==> src/rtl/ssrx_pkg.sv <==
package ssrx_pkg;

    localparam int DATA_W = 8;
    localparam int CHAR_W = DATA_W + 1;
    localparam int CNT_W  = $clog2(CHAR_W + 1);

    typedef logic [CNT_W-1:0] bit_cnt_t;

    typedef struct packed {
        logic              bit9;
        logic [DATA_W-1:0] data;
    } rx_char_t;

    // Index of the final bit of a character for the selected length
    function automatic bit_cnt_t last_bit(input logic nine);
        return nine ? bit_cnt_t'(CHAR_W - 1) : bit_cnt_t'(DATA_W - 1);
    endfunction

endpackage

==> src/rtl/ssrx_sync.sv <==
module ssrx_sync #(
    parameter int STAGES = 2
) (
    input  logic clk,
    input  logic rst,
    input  logic ser_clk,
    input  logic ser_data,
    output logic fall,
    output logic bit_out
);
    logic [STAGES-1:0] ck_q;
    logic [STAGES-1:0] dt_q;
    logic              ck_last;

    always_ff @(posedge clk) begin
        if (rst) begin
            ck_q    <= '1;
            dt_q    <= '0;
            ck_last <= 1'b1;
        end else begin
            ck_q    <= {ck_q[STAGES-2:0], ser_clk};
            dt_q    <= {dt_q[STAGES-2:0], ser_data};
            ck_last <= ck_q[STAGES-1];
        end
    end

    assign fall    = ck_last & ~ck_q[STAGES-1];
    assign bit_out = dt_q[STAGES-1];

endmodule

==> src/rtl/ssrx_shift.sv <==
module ssrx_shift
    import ssrx_pkg::*;
(
    input  logic     clk,
    input  logic     rst,
    input  logic     enable,
    input  logic     nine,
    input  logic     fall,
    input  logic     bit_in,
    output logic     char_vld,
    output rx_char_t char_out
);
    bit_cnt_t          cnt;
    logic [CHAR_W-1:0] sr;
    logic [CHAR_W-1:0] whole;

    always_comb begin
        whole      = sr;
        whole[cnt] = bit_in;
        if (!nine) whole[CHAR_W-1] = 1'b0;
    end

    always_ff @(posedge clk) begin
        if (rst || !enable) begin
            cnt      <= '0;
            char_vld <= 1'b0;
        end else begin
            char_vld <= 1'b0;
            if (fall) begin
                if (cnt == last_bit(nine)) begin
                    char_out <= rx_char_t'(whole);
                    char_vld <= 1'b1;
                    cnt      <= '0;
                end else begin
                    sr[cnt]  <= bit_in;
                    cnt      <= cnt + 1'b1;
                end
            end
        end
    end

    // a completed character always follows a sampled falling edge
    assert_vld_after_fall_R3: assert property (@(posedge clk) disable iff (rst)
        char_vld |-> $past(fall));

    // disabling the receiver leaves no completion behind
    assert_disable_quiet_R10: assert property (@(posedge clk) disable iff (rst)
        !enable |=> !char_vld);

endmodule

==> src/rtl/ssrx_fifo.sv <==
module ssrx_fifo
    import ssrx_pkg::*;
#(
    parameter int DEPTH = 2
) (
    input  logic     clk,
    input  logic     rst,
    input  logic     clr,
    input  logic     ovr_clr,
    input  logic     push,
    input  rx_char_t din,
    input  logic     pop,
    output rx_char_t head,
    output logic     not_empty,
    output logic     overrun
);
    localparam int PW = (DEPTH > 1) ? $clog2(DEPTH) : 1;
    localparam int CW = $clog2(DEPTH + 1);
    localparam logic [PW-1:0] LAST = PW'(DEPTH - 1);
    localparam logic [CW-1:0] FULL = CW'(DEPTH);

    rx_char_t        mem [DEPTH];
    logic [PW-1:0]   wr_ptr, rd_ptr;
    logic [CW-1:0]   count;
    logic            pop_ok, push_ok, ovr_set;

    assign pop_ok  = pop && (count != '0);
    assign push_ok = push && !overrun && ((count != FULL) || pop_ok);
    assign ovr_set = push && !overrun && (count == FULL) && !pop_ok;

    always_ff @(posedge clk) begin
        if (rst || clr) begin
            wr_ptr  <= '0;
            rd_ptr  <= '0;
            count   <= '0;
            overrun <= 1'b0;
        end else begin
            if (push_ok) wr_ptr <= (wr_ptr == LAST) ? '0 : wr_ptr + 1'b1;
            if (pop_ok)  rd_ptr <= (rd_ptr == LAST) ? '0 : rd_ptr + 1'b1;
            if (push_ok && !pop_ok)      count <= count + 1'b1;
            else if (pop_ok && !push_ok) count <= count - 1'b1;
            if (ovr_clr)      overrun <= 1'b0;
            else if (ovr_set) overrun <= 1'b1;
        end
    end

    always_ff @(posedge clk) begin
        if (push_ok) mem[wr_ptr] <= din;
    end

    assign head      = mem[rd_ptr];
    assign not_empty = (count != '0);

    // overrun only ever rises out of a full queue
    assert_ovr_from_full_R8: assert property (@(posedge clk) disable iff (rst)
        $rose(overrun) |-> $past(count) == FULL);

    // overrun holds while neither clearing condition is present
    assert_ovr_sticky_R9: assert property (@(posedge clk) disable iff (rst)
        (overrun && !ovr_clr && !clr) |=> overrun);

    // a port disable leaves the queue empty
    assert_clr_empties_R10: assert property (@(posedge clk) disable iff (rst)
        clr |=> (count == '0) && !overrun);

    // a read of an empty queue with no write keeps it empty
    assert_pop_empty_R6: assert property (@(posedge clk) disable iff (rst)
        (pop && count == '0 && !push) |=> count == '0);

endmodule

==> src/rtl/sync_slave_rx.sv <==
module sync_slave_rx
    import ssrx_pkg::*;
#(
    parameter int SYNC_STAGES = 2,
    parameter int FIFO_DEPTH  = 2
) (
    input  logic              clk,
    input  logic              rst,
    input  logic              port_en,
    input  logic              sync_mode,
    input  logic              clk_src_master,
    input  logic              cont_rx_en,
    input  logic              single_rx_en,
    input  logic              rx9_en,
    input  logic              rx_int_en,
    input  logic              low_power,
    input  logic              ser_clk,
    input  logic              ser_data,
    input  logic              rd_en,
    output logic [DATA_W-1:0] rd_data,
    output logic              rd_bit9,
    output logic              rx_done,
    output logic              overrun,
    output logic              irq,
    output logic              wake_req
);
    logic     slave_on, rx_gate, fall, bit_s, char_vld;
    rx_char_t char_w, head;
    logic     unused_single_rx = single_rx_en;

    assign slave_on = port_en && sync_mode && !clk_src_master;
    assign rx_gate  = slave_on && cont_rx_en && !overrun;

    ssrx_sync #(.STAGES(SYNC_STAGES)) u_sync (
        .clk(clk), .rst(rst), .ser_clk(ser_clk), .ser_data(ser_data),
        .fall(fall), .bit_out(bit_s)
    );

    ssrx_shift u_shift (
        .clk(clk), .rst(rst), .enable(rx_gate), .nine(rx9_en),
        .fall(fall), .bit_in(bit_s), .char_vld(char_vld), .char_out(char_w)
    );

    ssrx_fifo #(.DEPTH(FIFO_DEPTH)) u_fifo (
        .clk(clk), .rst(rst), .clr(!port_en), .ovr_clr(!cont_rx_en),
        .push(char_vld), .din(char_w), .pop(rd_en),
        .head(head), .not_empty(rx_done), .overrun(overrun)
    );

    assign rd_data  = head.data;
    assign rd_bit9  = head.bit9;
    assign irq      = rx_done && rx_int_en;
    assign wake_req = irq && low_power;

    // outside slave operation no character is produced
    assert_idle_no_char_R1: assert property (@(posedge clk) disable iff (rst)
        !slave_on |=> !char_vld);

    // the queue only becomes non-empty from a completed character
    assert_done_source_R5: assert property (@(posedge clk) disable iff (rst)
        $rose(rx_done) |-> $past(char_vld));

endmodule

==> config.mk <==
export PLATFORM = sky130hd
export DESIGN_NAME = sync_slave_rx
export DESIGN_NICKNAME = d
export VERILOG_FILES = /design/src/rtl/ssrx_pkg.sv /design/src/rtl/ssrx_sync.sv /design/src/rtl/ssrx_shift.sv /design/src/rtl/ssrx_fifo.sv /design/src/rtl/sync_slave_rx.sv
export SDC_FILE = /design/constraint.sdc
export NUM_CORES = 1
export LEC_CHECK = 0
export BUFFER_PORTS_ARGS = -buffer_cell sky130_fd_sc_hd__buf_2
export CAP_MARGIN = 40
export CORE_AREA = 5 5 76 78
export CTS_CLUSTER_SIZE = 12
export DETAILED_ROUTE_END_ITERATION = 7
export DIE_AREA = 0 0 81 83
export PLACE_DENSITY = 0.72
export SYNTH_ARGS = -nofsm -noshare
export SYNTH_HDL_FRONTEND = slang
export SYNTH_SLANG_ARGS = --single-unit
==> constraint.sdc <==
create_clock -name clk -period 2.9 [get_ports clk]
set_clock_uncertainty 0.1 [all_clocks]
set_input_delay 0.435 -clock clk [delete_from_list [all_inputs] [get_ports clk]]
set_output_delay 0.435 -clock clk [all_outputs]
set_load 0.005 [all_outputs]
; ---- Word-level counts from Yosys, hierarchy flattened
; Memories as Yosys holds them, arrays and structs flattened. A register that Yosys moved wholly into a read port is not among the register bits.
; Cells that the tools add are included.
[op_classes]
add_sub_neg = 5
reduce_logical = 29
order_cmp = 2
n_eq_ne = 3
bitwise = 6
mux = 14
[op_table]
columns = op, count
row1 = logical AND 1 bit, 14
row2 = bitwise mux 9 bit, 1
row3 = 2-to-1 mux 1 bit, 8
row4 = 2-to-1 mux 4 bit, 2
row5 = zero test 1 bit, 6
row6 = AND reduction 3 bit, 2
row7 = "less-than comparator 4 x 5 -> 1 bit, second input constant", 1
row8 = inverter 1 bit, 5
row9 = "adder 4 x 1 -> 4 bit, second input constant", 1
row10 = demux 1 bit (select 4 bit), 1
row11 = equality test 4 bit, 1
row12 = "greater-or-equal comparator 4 x 1 -> 1 bit, second input constant", 1
row13 = 2-to-1 mux 2 bit, 2
row14 = nonzero test 2 bit, 2
row15 = OR reduction 2 bit, 2
row16 = logical OR 1 bit, 3
row17 = "adder 1 bit, second input constant", 2
row18 = "adder 2 x 1 -> 2 bit, second input constant", 1
row19 = "equality test 2 bit, second input constant", 1
row20 = "inequality test 2 bit, second input constant", 1
row21 = "subtractor 2 x 1 -> 2 bit, second input constant", 1
row22 = AND 1 bit, 1
[word_totals]
ram_bits = 18
inputBits = 13
elab_cells = 72
register_bits = 33
memories = 1
out_inout_bits = 13
[mem_list]
columns = name, depth, width, rd, rd_clocked_by_memory_dff, write_ports, line_no
row1 = u_fifo.mem, 2, 9, 1, 1, 1, ssrx_fifo.sv:22  ; rx_char_t mem [DEPTH];

; ---- Logic depth before layout (Yosys ltp)
[depth]
depth_word = 8
mapped_depth = 6
depth_no_buf = 6

; ---- Cells and area by module
; From an unflattened synthesis, not the netlist that was laid out.
[hier_totals]
cells_unflattened = 151
hier_area_um2 = 2147.1
[by_module_without_submodules]
columns = module, seq_area_each_um2, n_inst, area_each_um2, cells_per_inst
row1 = ssrx_shift, 640.6, 1, 1057.3, 77
row2 = ssrx_fifo, 660.6, 1, 917.1, 57
row3 = ssrx_sync, 100.1, 1, 137.6, 11
row4 = sync_slave_rx, 0.0, 1, 35.0, 6

; ---- Worst setup path after synthesis
; Ideal clock, no wire load.
[synth_path]
path_kind = input-to-reg
from = in sync_mode
to = reg u_shift.sr[0], enable pin
path_stages = 3
path_buffers = 0
setup_slack_ns = 0.782
arrival_ns = 1.631
path_cell_list = nor4bb_1 -> nand2b_2 -> nor3_1
[synth_via]
elab_chain_len = 8
[synth_rtl]
columns = item, line_no
row1 = from (decl), sync_slave_rx.sv:10  ; input logic sync_mode,
row2 = logical AND 1 bit (2 in series), sync_slave_rx.sv:31  ; assign slave_on = port_en && sync_mode && !clk_src_master;
row3 = logical AND 1 bit (2 in series), sync_slave_rx.sv:32  ; assign rx_gate = slave_on && cont_rx_en && !overrun;
row4 = zero test 1 bit, ssrx_shift.sv:24  ; if (rst || !enable) begin
row5 = logical OR 1 bit, ssrx_shift.sv:24
row6 = inverter 1 bit (no source line), n/a
row7 = AND reduction 3 bit (no source line), n/a
row8 = "to (signal, indexed assignment)", ssrx_shift.sv:35  ; sr[cnt] <= bit_in;
row9 = to (decl), ssrx_shift.sv:14  ; logic [CHAR_W-1:0] sr;
; Every way passes these cells.
; A chain may end at the register's enable or synchronous reset.

; ---- Worst setup path after layout
[layout_path]
from = reg u_fifo.count[0]
to = reg u_fifo.count[1]
[layout_via]
elab_chain_len = 7
elab_cells_between_ends = 14
cone_classes = 2 x add/sub / 1 x eq/ne / 2 x mux / 9 x reduce/logical
[layout_rtl]
columns = item, line_no
row1 = from (decl), ssrx_fifo.sv:24  ; logic [CW-1:0] count;
row2 = from (signal assigned), ssrx_fifo.sv:40  ; if (push_ok && !pop_ok) count <= count + 1'b1;
row3 = from (signal assigned), ssrx_fifo.sv:41  ; else if (pop_ok && !push_ok) count <= count - 1'b1;
row4 = nonzero test 2 bit, ssrx_fifo.sv:27  ; assign pop_ok = pop && (count != '0);
row5 = logical AND 1 bit, ssrx_fifo.sv:27
row6 = logical OR 1 bit, ssrx_fifo.sv:28  ; assign push_ok = push && !overrun && ((count != FULL) || pop_ok);
row7 = logical AND 1 bit, ssrx_fifo.sv:28
row8 = zero test 1 bit, ssrx_fifo.sv:41
row9 = logical AND 1 bit, ssrx_fifo.sv:41
row10 = nonzero test 2 bit (no source line), n/a
; Parallel ways exist; a longest one is shown, timed or not. The select of a mux whose other input is x is not followed.

==> metrics.txt <==
Max clock buf depth 2; Placed Area around 2400 µm²; diode count 0; fin cells 254; Worst Path Arrival 2070 ps; DRT Pass-1 Iters 6; die area 6720 µm²; Cell Rows 26; P per Cell Area 527 nW/µm²; Worst-path clk slew 90 ps; Slew Viols, Final 0; Peak VDD IR approximately 250 µV; total grt overflow 0; WP buf/inv 0; # setup viols final 0; reg2reg end u_fifo.count[1]; share of post-route cells with drive strength above 1 0.277; # IOs 26; # clock sinks 52; Post-CTS Hold Buffers 0; placed cells 246; Total Wirelength 3090 µm; Cell variety after synth 40; Die H a little over 80 µm; vias about 1.2k; status finished, final reports clean; hold_ws 219 ps; leakage 0.000897 µW; CP delay by family, top simple AND/OR/NAND/NOR gates; I/O Buffers 24; CTS tree yes; global-route wire length before repair 5470 µm; Syn Nets roughly 170; final instance area 2490 µm²; Hold Path Class in2reg; fmax 0.514 GHz; mapped cell area 2150 µm²; total track usage 0.103; Detailed Place HPWL 2300 µm; clock latency on the worst-skew pair approximately 290 ps; crit path kind reg2reg; required time worst endpoint 3020 ps; Synth Register Bits 52; Post-CTS Resized 0; sequential share of the synthesized area 0.653; Tot Pwr between 1000 and 1500 µW; worst hold path depth 2; Mean Syn Cell Area around 14 µm²; synth warn 0; clock root cell clkbuf_8; CP Launch Point u_fifo.count[0]; CP Launch Type register; Via density 4.83; crit path to u_fifo.count[1]; R2R setup slack 950 ps; Synth Instances approximately 150; crit-path max FO 6; initial antenna violation count 0; Max-Cap Viols 0; setup_tns 0 ps; Slew headroom 0.721; DR WL/cell ~12 µm; die width just over 80 µm; pin count of the biggest net entering global routing 17; clock buffer count from CTS 5; vias in the first global route 1236; gpl congestion just over 0.7; Layout Nets approximately 200; RSZ-0062 raised after global routing no; Slew @ Worst Pin 418 ps; Final Hold Fails 0; CP Capture Type register; Cell Chain, Critical Path or3b_1 -> and2_1 -> ha_1 -> or3_1 -> a21oi_1; most common cell after layout, fill and taps aside edfxtp_1; Reg2Reg Depth 5; H-tree lvl count 2; Crit. path cell count 5; worst flop-to-flop path startpoint u_fifo.count[0]; initial DRC count 60; final period utilization 0.671; post-route ant nets 0; Starting Density 0.429; detailed-route DRC error count 0; Min Clock Period, post-route a little under 2000 ps; CP peak stage delay 440 ps; Layout area overhead 15.9%; core area between 5000 and 6000 µm²; most frequent cells in the layout edfxtp_1 (36), buf_2 (24), dfxtp_1 (16); Critical-path top delay cell or3b_1; number of setup buffers added after CTS 0
final cells by class:
type / instances / area, µm²
fill: 463 / 2520
sequential: 52 / 1400
multi-input combinational: 94 / 727
timing repair buffer: 26 / 135
tap: 70 / 87.6
clock buffer: 6 / 82.6
clock inverter: 2 / 38.8
inverter: 4 / 15.0
through the flow:
stage,util,setup WS (ps)
after floorplan,-,782
after global placement,0.472,819
after detailed placement,0.472,807
after CTS,0.497,944
after global routing,0.497,824
final,0.497,954
Yosys cell counts (all sizes together):
| cell | number | area [µm²] |
|---|---|---|
| nor3 | 1 | 5.00 |
| nor4bb | 2 | 20.0 |
| ha | 5 | 62.6 |
| and3 | 2 | 12.5 |
| a21o | 1 | 7.51 |
| and2b | 1 | 7.51 |
| clkbuf | 1 | 3.75 |
| mux2 | 18 | 203 |
| dfxtp | 16 | 320 |
| o211a | 1 | 10.0 |
| xor2 | 3 | 26.3 |
| o221ai | 1 | 8.76 |
| or3 | 1 | 6.26 |
| nand3b | 2 | 15.0 |
| a31oi | 1 | 6.26 |
| or3b | 2 | 20.0 |
| a21oi | 6 | 30.0 |
| nand2 | 10 | 37.5 |
| o21ai | 3 | 15.0 |
| and3b | 1 | 8.76 |
| nor2b | 4 | 25.0 |
| edfxtp | 36 | 1080 |
| and2 | 4 | 25.0 |
| o211ai | 1 | 7.51 |
| nand3 | 1 | 5.00 |
| or2 | 4 | 25.0 |
| nand2b | 6 | 40.0 |
| inv | 4 | 15.0 |
| nor3b | 4 | 40.0 |
| a21boi | 1 | 7.51 |
| nor2 | 5 | 18.8 |
| o22ai | 1 | 12.5 |
| nor4 | 1 | 12.5 |
| nand4 | 1 | 6.26 |
registers in the layout (all words and copies together), names as in the netlist, named ones only:
register and count:
u_fifo.wr_ptr 1, u_sync.ck_q 2, u_sync.ck_last 1, u_shift.char_out 9, u_fifo.rd_ptr 1, u_shift.char_vld 1, u_shift.cnt 4, u_shift.sr 9
u_fifo.mem 18, u_fifo.count 2, u_sync.dt_q 2, u_fifo.overrun 1
cells by family (layout without fill, tap and decap cells):
family / Yosys count / count (layout) / share of synthesized area
DFF: 52 / 52 / 0.653
and+or+nand+nor: 52 / 52 / 0.154
muxes: 18 / 18 / 0.0944
AOI/OAI and AO/OA: 16 / 16 / 0.0490
adders and majority gates: 5 / 5 / 0.0291
buffers and inverters: 5 / 38 / 0.00874
xor gates and xnor gates: 3 / 3 / 0.0122
power by group:
part | internal, µW | switching, µW | leakage [µW]
Clock | 282 | 220 | 0.0000614
Sequential | 786 | 2.20 | 0.000454
Combinational | 11.2 | 9.89 | 0.000381
routing by layer:
layer  share of wire  vias to the layer above  global-route usage
met3           0.040                        2              0.0335
met2            0.49                       20               0.168
met1            0.47                      585               0.129
met5               0                        -                   0
met4          0.0036                        0              0.0276
li1                -                      621                   -
worst min-delay path by stage:
stage / to / startpoint / slack [ps]
after floorplan: u_sync.ck_q[1] / u_sync.ck_q[0] / 280
after global placement: u_sync.ck_q[1] / u_sync.ck_q[0] / 290
after detailed placement: u_sync.ck_q[1] / u_sync.ck_q[0] / 300
after CTS: u_sync.ck_q[0] / ser_clk / 210
after global routing: u_sync.ck_q[0] / ser_clk / 220
final: u_sync.ck_q[0] / ser_clk / 220
Power figures use the tool's default switching activity.
